<file path="src/rtl/uart_rx_pkg.sv">
package uart_rx_pkg;

  localparam int MAX_BITS = 8;

  typedef struct packed {
    logic [1:0] len;
    logic [1:0] ptype;
    logic       par_en;
    logic       xbit_en;
    logic       mp_en;
    logic       stop_long;
  } rx_cfg_t;

  typedef enum logic [2:0] {
    ST_IDLE,
    ST_START,
    ST_DATA,
    ST_XBIT,
    ST_PAR,
    ST_STOP1,
    ST_STOP2
  } rx_state_e;

  localparam logic [1:0] PT_ODD   = 2'd0;
  localparam logic [1:0] PT_EVEN  = 2'd1;
  localparam logic [1:0] PT_MARK  = 2'd2;

  // number of data bits for a length code
  function automatic logic [3:0] bits_of(input logic [1:0] len);
    return 4'd5 + {2'b00, len};
  endfunction

  // parity bit the sender must have placed on the line
  function automatic logic want_parity(input logic [1:0] pt,
                                       input logic [MAX_BITS-1:0] d);
    case (pt)
      PT_ODD:  return ~(^d);
      PT_EVEN: return ^d;
      PT_MARK: return 1'b1;
      default: return 1'b0;
    endcase
  endfunction

endpackage

</file>
<file path="src/rtl/uart_rx_sync.sv">
module uart_rx_sync #(
  parameter int   STAGES   = 2,
  parameter logic IDLE_VAL = 1'b1
) (
  input  logic clk,
  input  logic rst_n,
  input  logic d,
  output logic q
);

  logic [STAGES-1:0] ff_q;
  logic [STAGES-1:0] ff_d;

  generate
    if (STAGES == 1) begin : g_one
      assign ff_d = d;
    end else begin : g_chain
      assign ff_d = {ff_q[STAGES-2:0], d};
    end
  endgenerate

  always_ff @(posedge clk or negedge rst_n) begin
    if (!rst_n) ff_q <= {STAGES{IDLE_VAL}};
    else        ff_q <= ff_d;
  end

  assign q = ff_q[STAGES-1];

endmodule

</file>
<file path="src/rtl/uart_rx_bitclk.sv">
module uart_rx_bitclk #(
  parameter int OS = 16
) (
  input  logic clk,
  input  logic rst_n,
  input  logic tick,
  input  logic restart,
  input  logic half,
  output logic strobe
);

  localparam int            CW       = $clog2(OS);
  localparam logic [CW-1:0] FULL_LIM = CW'(OS - 1);
  localparam logic [CW-1:0] HALF_LIM = CW'(OS / 2 - 1);

  logic [CW-1:0] cnt_q;
  logic [CW-1:0] cnt_d;
  logic [CW-1:0] lim;
  logic          cnt_en;

  assign lim    = half ? HALF_LIM : FULL_LIM;
  assign strobe = tick && !restart && (cnt_q == lim);
  assign cnt_en = restart || tick;

  always_comb begin
    cnt_d = cnt_q;
    if (restart)           cnt_d = '0;
    else if (cnt_q == lim) cnt_d = '0;
    else                   cnt_d = cnt_q + 1'b1;
  end

  always_ff @(posedge clk or negedge rst_n) begin
    if (!rst_n)      cnt_q <= '0;
    else if (cnt_en) cnt_q <= cnt_d;
  end

endmodule

</file>
<file path="src/rtl/uart_rx_fsm.sv">
module uart_rx_fsm
  import uart_rx_pkg::*;
(
  input  logic                clk,
  input  logic                rst_n,
  input  logic                tick,
  input  logic                rxs,
  input  logic                strobe,
  input  rx_cfg_t             cfg,
  output logic                restart,
  output logic                half,
  output logic                frame_end,
  output rx_cfg_t             cfg_q,
  output logic [MAX_BITS-1:0] sh_q,
  output logic                xb_q,
  output logic                pb_q,
  output logic                stop_bad
);

  rx_state_e           state_q, state_d;
  rx_cfg_t             cfg_d;
  logic [2:0]          bitn_q, bitn_d;
  logic [MAX_BITS-1:0] sh_d;
  logic                xb_d, pb_d;
  logic                bad_q, bad_d;
  logic                armed_q, armed_d;
  logic [3:0]          nb_m1;
  logic                last_bit;
  logic                long_eff;
  rx_state_e           after_data;
  rx_state_e           after_xbit;

  assign nb_m1      = bits_of(cfg_q.len) - 4'd1;
  assign last_bit   = ({1'b0, bitn_q} == nb_m1);
  assign long_eff   = cfg_q.stop_long && (cfg_q.len != 2'd0);
  assign after_xbit = cfg_q.par_en ? ST_PAR : ST_STOP1;
  assign after_data = cfg_q.xbit_en ? ST_XBIT : after_xbit;
  assign half       = (state_q == ST_START);
  assign stop_bad   = bad_q | ~rxs;

  always_comb begin
    state_d   = state_q;
    cfg_d     = cfg_q;
    bitn_d    = bitn_q;
    sh_d      = sh_q;
    xb_d      = xb_q;
    pb_d      = pb_q;
    bad_d     = bad_q;
    armed_d   = armed_q;
    restart   = 1'b0;
    frame_end = 1'b0;
    case (state_q)
      ST_IDLE: begin
        armed_d = armed_q | rxs;
        if (tick && armed_q && !rxs) begin
          state_d = ST_START;
          restart = 1'b1;
          cfg_d   = cfg;
          bitn_d  = '0;
          sh_d    = '0;
          xb_d    = 1'b0;
          pb_d    = 1'b0;
          bad_d   = 1'b0;
          armed_d = 1'b0;
        end
      end
      ST_START: begin
        if (strobe) state_d = rxs ? ST_IDLE : ST_DATA;
      end
      ST_DATA: begin
        if (strobe) begin
          sh_d = {rxs, sh_q[MAX_BITS-1:1]};
          if (last_bit) state_d = after_data;
          else          bitn_d  = bitn_q + 3'd1;
        end
      end
      ST_XBIT: begin
        if (strobe) begin
          xb_d    = rxs;
          state_d = after_xbit;
        end
      end
      ST_PAR: begin
        if (strobe) begin
          pb_d    = rxs;
          state_d = ST_STOP1;
        end
      end
      ST_STOP1: begin
        if (strobe) begin
          bad_d = stop_bad;
          if (long_eff) begin
            state_d = ST_STOP2;
          end else begin
            state_d   = ST_IDLE;
            frame_end = 1'b1;
          end
        end
      end
      ST_STOP2: begin
        if (strobe) begin
          bad_d     = stop_bad;
          state_d   = ST_IDLE;
          frame_end = 1'b1;
        end
      end
      default: state_d = ST_IDLE;
    endcase
  end

  always_ff @(posedge clk or negedge rst_n) begin
    if (!rst_n) begin
      state_q <= ST_IDLE;
      cfg_q   <= '0;
      bitn_q  <= '0;
      sh_q    <= '0;
      xb_q    <= 1'b0;
      pb_q    <= 1'b0;
      bad_q   <= 1'b0;
      armed_q <= 1'b0;
    end else begin
      state_q <= state_d;
      cfg_q   <= cfg_d;
      bitn_q  <= bitn_d;
      sh_q    <= sh_d;
      xb_q    <= xb_d;
      pb_q    <= pb_d;
      bad_q   <= bad_d;
      armed_q <= armed_d;
    end
  end

endmodule

</file>
<file path="src/rtl/uart_rx_judge.sv">
module uart_rx_judge
  import uart_rx_pkg::*;
(
  input  logic                clk,
  input  logic                rst_n,
  input  logic                frame_end,
  input  rx_cfg_t             cfg_q,
  input  logic [MAX_BITS-1:0] sh_q,
  input  logic                xb_q,
  input  logic                pb_q,
  input  logic                stop_bad,
  input  logic                mp_act,
  output logic [MAX_BITS-1:0] rx_data,
  output logic                rx_xbit,
  output logic                par_err,
  output logic                frm_err,
  output logic                rx_done
);

  logic [MAX_BITS-1:0] aligned;
  logic                xbit_d;
  logic                perr_d;
  logic                done_d;

  assign aligned = sh_q >> (4'(MAX_BITS) - bits_of(cfg_q.len));
  assign xbit_d  = cfg_q.xbit_en & xb_q;
  assign perr_d  = cfg_q.par_en & (pb_q != want_parity(cfg_q.ptype, aligned));
  assign done_d  = frame_end & ~stop_bad & (~mp_act | xb_q);

  always_ff @(posedge clk or negedge rst_n) begin
    if (!rst_n) begin
      rx_data <= '0;
      rx_xbit <= 1'b0;
      par_err <= 1'b0;
      frm_err <= 1'b0;
    end else if (frame_end) begin
      rx_data <= aligned;
      rx_xbit <= xbit_d;
      par_err <= perr_d;
      frm_err <= stop_bad;
    end
  end

  always_ff @(posedge clk or negedge rst_n) begin
    if (!rst_n) rx_done <= 1'b0;
    else        rx_done <= done_d;
  end

endmodule

</file>
<file path="src/rtl/uart_frame_rx.sv">
module uart_frame_rx
  import uart_rx_pkg::*;
#(
  parameter int OS          = 16,
  parameter int SYNC_STAGES = 2
) (
  input  logic                clk,
  input  logic                rst_n,
  input  logic                os_tick,
  input  logic                rxd,
  input  logic [1:0]          cfg_len,
  input  logic [1:0]          cfg_ptype,
  input  logic                cfg_par_en,
  input  logic                cfg_xbit_en,
  input  logic                cfg_mp_en,
  input  logic                cfg_stop_long,
  output logic [MAX_BITS-1:0] rx_data,
  output logic                rx_xbit,
  output logic                par_err,
  output logic                frm_err,
  output logic                rx_done
);

  rx_cfg_t             cfg_live;
  rx_cfg_t             cfg_q;
  logic                rxs;
  logic                strobe;
  logic                restart;
  logic                half;
  logic                frame_end;
  logic [MAX_BITS-1:0] sh_q;
  logic                xb_q;
  logic                pb_q;
  logic                stop_bad;
  logic                mp_act;

  // frame-latched mode, also observed by the bound checker
  logic [1:0]          lat_len;
  logic                lat_par_en;
  logic                lat_xbit_en;

  assign cfg_live = '{len: cfg_len, ptype: cfg_ptype, par_en: cfg_par_en,
                      xbit_en: cfg_xbit_en, mp_en: cfg_mp_en,
                      stop_long: cfg_stop_long};

  assign mp_act      = cfg_q.mp_en & cfg_q.xbit_en & ~cfg_q.par_en;
  assign lat_len     = cfg_q.len;
  assign lat_par_en  = cfg_q.par_en;
  assign lat_xbit_en = cfg_q.xbit_en;

  uart_rx_sync #(.STAGES(SYNC_STAGES), .IDLE_VAL(1'b1)) i_sync (
    .clk   (clk),
    .rst_n (rst_n),
    .d     (rxd),
    .q     (rxs)
  );

  uart_rx_bitclk #(.OS(OS)) i_bitclk (
    .clk     (clk),
    .rst_n   (rst_n),
    .tick    (os_tick),
    .restart (restart),
    .half    (half),
    .strobe  (strobe)
  );

  uart_rx_fsm i_fsm (
    .clk       (clk),
    .rst_n     (rst_n),
    .tick      (os_tick),
    .rxs       (rxs),
    .strobe    (strobe),
    .cfg       (cfg_live),
    .restart   (restart),
    .half      (half),
    .frame_end (frame_end),
    .cfg_q     (cfg_q),
    .sh_q      (sh_q),
    .xb_q      (xb_q),
    .pb_q      (pb_q),
    .stop_bad  (stop_bad)
  );

  uart_rx_judge i_judge (
    .clk       (clk),
    .rst_n     (rst_n),
    .frame_end (frame_end),
    .cfg_q     (cfg_q),
    .sh_q      (sh_q),
    .xb_q      (xb_q),
    .pb_q      (pb_q),
    .stop_bad  (stop_bad),
    .mp_act    (mp_act),
    .rx_data   (rx_data),
    .rx_xbit   (rx_xbit),
    .par_err   (par_err),
    .frm_err   (frm_err),
    .rx_done   (rx_done)
  );

endmodule

</file>
<file path="config.mk">
export PLATFORM = sky130hd
export DESIGN_NAME = uart_frame_rx
export DESIGN_NICKNAME = d
export VERILOG_FILES = /design/src/rtl/uart_rx_pkg.sv /design/src/rtl/uart_rx_sync.sv /design/src/rtl/uart_rx_bitclk.sv /design/src/rtl/uart_rx_fsm.sv /design/src/rtl/uart_rx_judge.sv /design/src/rtl/uart_frame_rx.sv
export SDC_FILE = /design/constraint.sdc
export NUM_CORES = 1
export LEC_CHECK = 0
export BUFFER_PORTS_ARGS = -buffer_cell sky130_fd_sc_hd__buf_2
export CAP_MARGIN = 20
export CORE_MARGIN = 1.5
export CORE_UTILIZATION = 45
export CTS_BUF_LIST = sky130_fd_sc_hd__clkbuf_4
export CTS_CLUSTER_DIAMETER = 60
export DETAILED_ROUTE_END_ITERATION = 16
export PLACE_DENSITY = 0.62
export SETUP_SLACK_MARGIN = 0.2
export SYNTH_ARGS = -nofsm -noshare
export SYNTH_HDL_FRONTEND = slang
export SYNTH_SLANG_ARGS = --single-unit
export TNS_END_PERCENT = 100
</file>
<file path="constraint.sdc">
create_clock -name clk -period 5.3 [get_ports clk]
set_input_delay 1.59 -clock clk [delete_from_list [all_inputs] [get_ports clk]]
set_output_delay 1.59 -clock clk [all_outputs]
set_load 0.01 [all_outputs]
</file>
# Word-level counts from Yosys, hierarchy flattened
# Index checks and enable logic that the tools add are counted.
# W data, S select, Z words.
# classes
n_addsub,5
n_eq_ne,21
shift,1
mux,37
bitwise,14
n_reduce_logical,24
# ops
cell,count
$mux W3,13
$pmux W3 S7,1
$mux W8,2
$pmux W8 S2,1
$ne A2 B2 Y1 const B,7
$mux W4,3
$reduce_and A3 Y1,4
$mux W1,10
$reduce_bool A2 Y1,5
$eq A3 B3 Y1 const B,3
$pmux W1 S2,4
$reduce_and A8 Y1,1
$reduce_xor A8 Y1,1
$shr A8 B4 Y8,1
$and A1 B1 Y1,6
$eq A3 B2 Y1 const B,2
$ne A2 B1 Y1 const B,3
$pmux W3 S2,1
$logic_and A1 B1 Y1,5
$not A1 Y1,5
$add A3 B2 Y4 const A,1
$add A4 B1 Y4 const B,1
$eq A3 B4 Y1,1
$eq A4 B4 Y1,1
other kinds (17),20
# totals
reg_bits,44
out_inout_bits,12
elab_cells,122

# Depth between registers and ports, before layout
# depth
word_depth,11
mapped_depth,10
ltp_nobuf,8

# Hierarchy
# Synthesis repeated with hierarchy kept, for this count alone.
# unflattened
cells_unflattened,224
hier_area_um2,2349.8
# by_module_without_submodules
mod,instances,cells_per_inst,area_each_um2,seq_area_each_um2
uart_rx_fsm,1,122,1280.0,650.6
uart_rx_judge,1,76,778.2,300.3
uart_rx_bitclk,1,23,230.2,100.1
uart_rx_sync,1,2,52.6,52.6
uart_frame_rx,1,1,8.8,0.0

# Worst setup path after synthesis
# OpenSTA, ideal clock, no wires.
# synth_timing
path_kind,in2reg
from,input port os_tick
to,register i_fsm.state_q[2]
setup_ps,121
t_arrival_ps,2610
setup_slack_ps,2569
stages,5
cell_sequence,clkbuf_1 -> nand3_1 -> a221oi_2 -> nand2_1 -> a22o_1
# synth_between
elab_chain_len,9
elab_cells_between_ends,15
cone_classes,eq/ne (7); mux (2); reduce/logical (6)
# synth_lines
item,line_no,text
"start, declared",uart_frame_rx.sv:9,"input logic os_tick,"
$logic_and A1 B1 Y1 (2 in series),uart_rx_fsm.sv:55,if (tick && armed_q && !rxs) begin
$mux W1,uart_rx_fsm.sv:55,
$mux W1,uart_rx_fsm.sv:52,case (state_q)
$logic_not A1 Y1,uart_rx_bitclk.sv:22,assign strobe = tick && !restart && (cnt_q == lim);
$logic_and A1 B1 Y1 (2 in series),uart_rx_bitclk.sv:22,
$ne A2 B2 Y1 (no line),n/a,
$reduce_and A8 Y1 (no line) *,n/a,
"end signal, assigned",uart_rx_fsm.sv:122,state_q <= state_d;
"end, declared",uart_rx_fsm.sv:20,"rx_state_e state_q, state_d;"
# Mark *: on every way between the ends. The rest lies on a longest branch, timed or not.
# A chain may end at the register's enable or synchronous reset.

# Worst setup path after layout
# layout_timing
from,"register, netlist name i_fsm.cfg_q[6]"
to,register i_judge.par_err
# layout_between
elab_chain_len,8
elab_cells_between_ends,13
cone_classes,add/sub (2); eq/ne (1); shift (1); mux (4); bitwise (2); reduce/logical (3)
# layout_lines
item,line_no,text
$add A3 B2 Y4,uart_rx_pkg.sv:30,"return 4'd5 + {2'b00, len};"
$sub A4 B4 Y4,uart_rx_judge.sv:25,assign aligned = sh_q >> (4'(MAX_BITS) - bits_of(cfg_q.len));
$shr A8 B4 Y8,uart_rx_judge.sv:25,
$reduce_xor A8 Y1,"uart_rx_pkg.sv:37, uart_rx_pkg.sv:38",
$not A1 Y1,uart_rx_pkg.sv:37,PT_ODD: return ~(^d);
$pmux W1 S3,uart_rx_pkg.sv:36,case (pt)
$ne A1 B1 Y1,uart_rx_judge.sv:27,"assign perr_d = cfg_q.par_en & (pb_q != want_parity(cfg_q.ptype, aligned));"
$and A1 B1 Y1,uart_rx_judge.sv:27,
"end signal, assigned",uart_rx_judge.sv:39,par_err <= perr_d;
"end, declared",uart_rx_judge.sv:15,"output logic par_err,"
# Parallel ways exist; a longest one is shown, timed or not.

==> run summary <==
status: completed
number of global-route vias before repair: 1596
Rows: 25
postcts setup bufs: 0
Peak VDD IR: 0.0002036 V
Via density: 5.183
EDFF count, synth: 0
placed cell areas: 0.002444 mm²
worst endpoint data arrival time: 3.43 ns
worst-margin pin slew: 0.9466 ns
Bufs on Longest Clock Path: 2
die width: 74.61 µm
H-tree Lvls: 2
post-route cell area: 0.002509 mm²
die area: 0.005566 mm²
R2R depth: 8
GRT overflow: 0
first-pass GRT wire length: 7665 µm
n_diodes: 0
area delta synth->final: 8.731%
Netlist cell types: 50
number of cells on the worst hold path: 0
initial antenna violation count: 0
DR DRC count: 0
All-Layer GR Usage: 18.32%
Final Max Tran Viols: 0
CTS Hold Buffers Added: 0
Synth Flop Type: dfrtp_1
ranking of synthesized cells by area: dfrtp_1, nand2_1, o21ai_0
Pwr Density: 397.9 mW/mm²
WL met3: 166 µm
io pins: 24
drt total wl: 4509 µm
crit path capture type: flop
Max Fanout on Critical Path: 14
DR WL met2: 2081 µm
FMAX: 314.1 MHz
Req. time, crit path: 5.54 ns
Hold Crit Class: reg2reg
Synth top cells by count: nand2_1, dfrtp_1, o21ai_0
relative slew slack: 36.89%
startpoint types: flop
clock buffer count from CTS: 5
Clock Root Buffer: clkbuf_4
drt first-iter violations: 118
Mapped Cells: 248
DR WL/cell: 13.50 µm
crit-path max cell delay: 0.68 ns
ANT nets after route: 0
top layer in use: met4
sequential area share after synthesis: 47.83%
Clock Latency Late Sink: 0.35 ns
number of buffers added on ports: 23
Hold Fails Final Rpt: 0
Nets: 281
RSZ-0062 raised after global routing: no
# setup viols final: 0
cts repair resizes: 0
Met1 Wirelength: 2189 µm
critical path class: reg2reg
Lkg Pwr: 0.001182 µW
post-layout min period: 3.183 ns
gpl congestion: 0.7823
post-synth net total: 263
post-detail-place hpwl: 3119 µm
Fin Setup TNS: 0 ns
area of the mapped netlist: 0.002307 mm²
Synth async-reset ratio: 100.0%
CP bufs+invs: 1
final period utilization: 60.06%
total core area: 0.004817 mm²
starting density of the core: 47.90%
layout cells sized above 1: 16.10%
via count: 1731
clock sinks: 44
Top delay family on crit path: XOR/XNOR gates
Slowest-stage cell, CP: ha_1
CTS tree: yes
Max-Cap Viols: 0
largest net degree at the start of global routing: 45
crit path cell chain: inv_1 -> ha_1 -> mux4_2 -> xor2_1 -> xnor2_2 -> xnor3_1 -> o211ai_1 -> o311ai_1
DR pass1 iterations: 4
placed insts: 325
top cell type's share of synthesized area: 45.55%
mean post-synth cell area: 9.303 µm²
Die H: 74.61 µm
largest area contributor in the netlist: dfrtp_1
clk slew on worst S/H paths: 0.14 ns
#FFs+latches synth: 44
count leader, synth: nand2_1
synth warn: 0
# fillers: 479
stages on the worst setup path: 8
Fin Clk Skew: 0.02138 ns
fin cells: 334
## layer usage
metal,up-vias,track usage (%)
met1,811,25.06
li1,886,-
met3,7,3.794
met2,27,29.27
met4,0,5.859
met5,-,0
## where the power goes
group          internal, µW  total [µW]  switching [µW]
Sequential              401         487            86.5
Clock                  56.5         162             105
Combinational           156         349             193
Total                   613         998             385
## worst register-to-register path, stage by stage, from the launching register on
cell	delay (ns)
dfrtp_1	0.61
inv_1	0.16
ha_1	0.68
mux4_2	0.60
xor2_1	0.24
xnor2_2	0.15
xnor3_1	0.34
o211ai_1	0.17
o311ai_1	0.12
## area by class of cell
class,count,area (µm²),share of cell area (%)
clock buffer,6,45.04,1.796
clock inverter,2,12.51,0.4988
inverter,11,41.29,1.646
multi-input combinational,180,1100,43.84
sequential,44,1104,43.99
tap,67,83.83,3.342
timing repair buffer,24,122.6,4.888
## cells in the final DEF, fill, tap and decap left out, drive strengths merged, types with 2 or more instances in the layout
cell type / netlist / routed
nand2: 65 / 65
dfrtp: 42 / 42
o21ai: 25 / 25
buf: 5 / 24
nor2: 12 / 12
inv: 11 / 11
nand3: 9 / 9
clkbuf: 8 / 6
mux2i: 5 / 5
xor2: 5 / 5
nor2b: 4 / 4
nand2b: 4 / 4
xnor2: 4 / 4
mux4: 4 / 4
nor4: 3 / 3
a21oi: 3 / 3
ha: 3 / 3
nor3: 2 / 2
and3: 2 / 2
a211oi: 2 / 2
nor3b: 2 / 2
o211ai: 2 / 2
a22o: 2 / 2
mux2: 2 / 2
dfstp: 2 / 2
o311ai: 2 / 2
## through the flow
stage / hold WS, ns / util (%) / total power (µW) / worst slack [ns]
2_1_floorplan: 0.3452 / - / 771.8 / 2.569
5_1_grt: 0.3731 / 52.08 / 1087 / 1.808
6_report: 0.3656 / 52.08 / 998.1 / 2.117
4_1_cts: 0.3667 / 51.92 / 1010 / 2.092
3_5_place_dp: 0.3482 / 50.73 / 844.1 / 2.113
3_3_place_gp: 0.3467 / 50.73 / 842.1 / 2.187
## path summary, 6_finish.rpt
path                                      from            endpoint  slack, ns
worst min register to register  i_sync.ff_q[0]      i_sync.ff_q[1]       0.37
max in group asynchronous                rst_n       i_fsm.sh_q[7]       3.33
worst max register to register  i_fsm.cfg_q[6]     i_judge.par_err       2.12
worst max-delay path            i_fsm.cfg_q[6]     i_judge.par_err       2.12
min in group asynchronous                rst_n  i_judge.rx_data[4]       1.36
worst min-delay path            i_sync.ff_q[0]      i_sync.ff_q[1]       0.37
## flip-flops by register name, summed over array words and instances (netlist names)
signal and flops:
i_judge.rx_done 1, i_fsm.armed_q 1, i_sync.ff_q 2, i_judge.rx_data 8
i_judge.par_err 1, i_fsm.xb_q 1, i_judge.frm_err 1, i_fsm.sh_q 8
i_fsm.cfg_q 8, i_fsm.bitn_q 3, i_bitclk.cnt_q 4, i_fsm.bad_q 1
i_judge.rx_xbit 1, i_fsm.state_q 3, i_fsm.pb_q 1
## cells by family after synthesis
| group | count (synthesis) | share of synthesized area, % |
|---|---|---|
| buf+inv | 24 | 4.501 |
| simple gates | 111 | 21.80 |
| compound gates | 45 | 12.31 |
| fa+ha+maj | 3 | 1.627 |
| flops | 44 | 47.83 |
| xor+xnor | 10 | 4.718 |
| mux | 11 | 7.213 |
(Power assumes the default switching activity.)
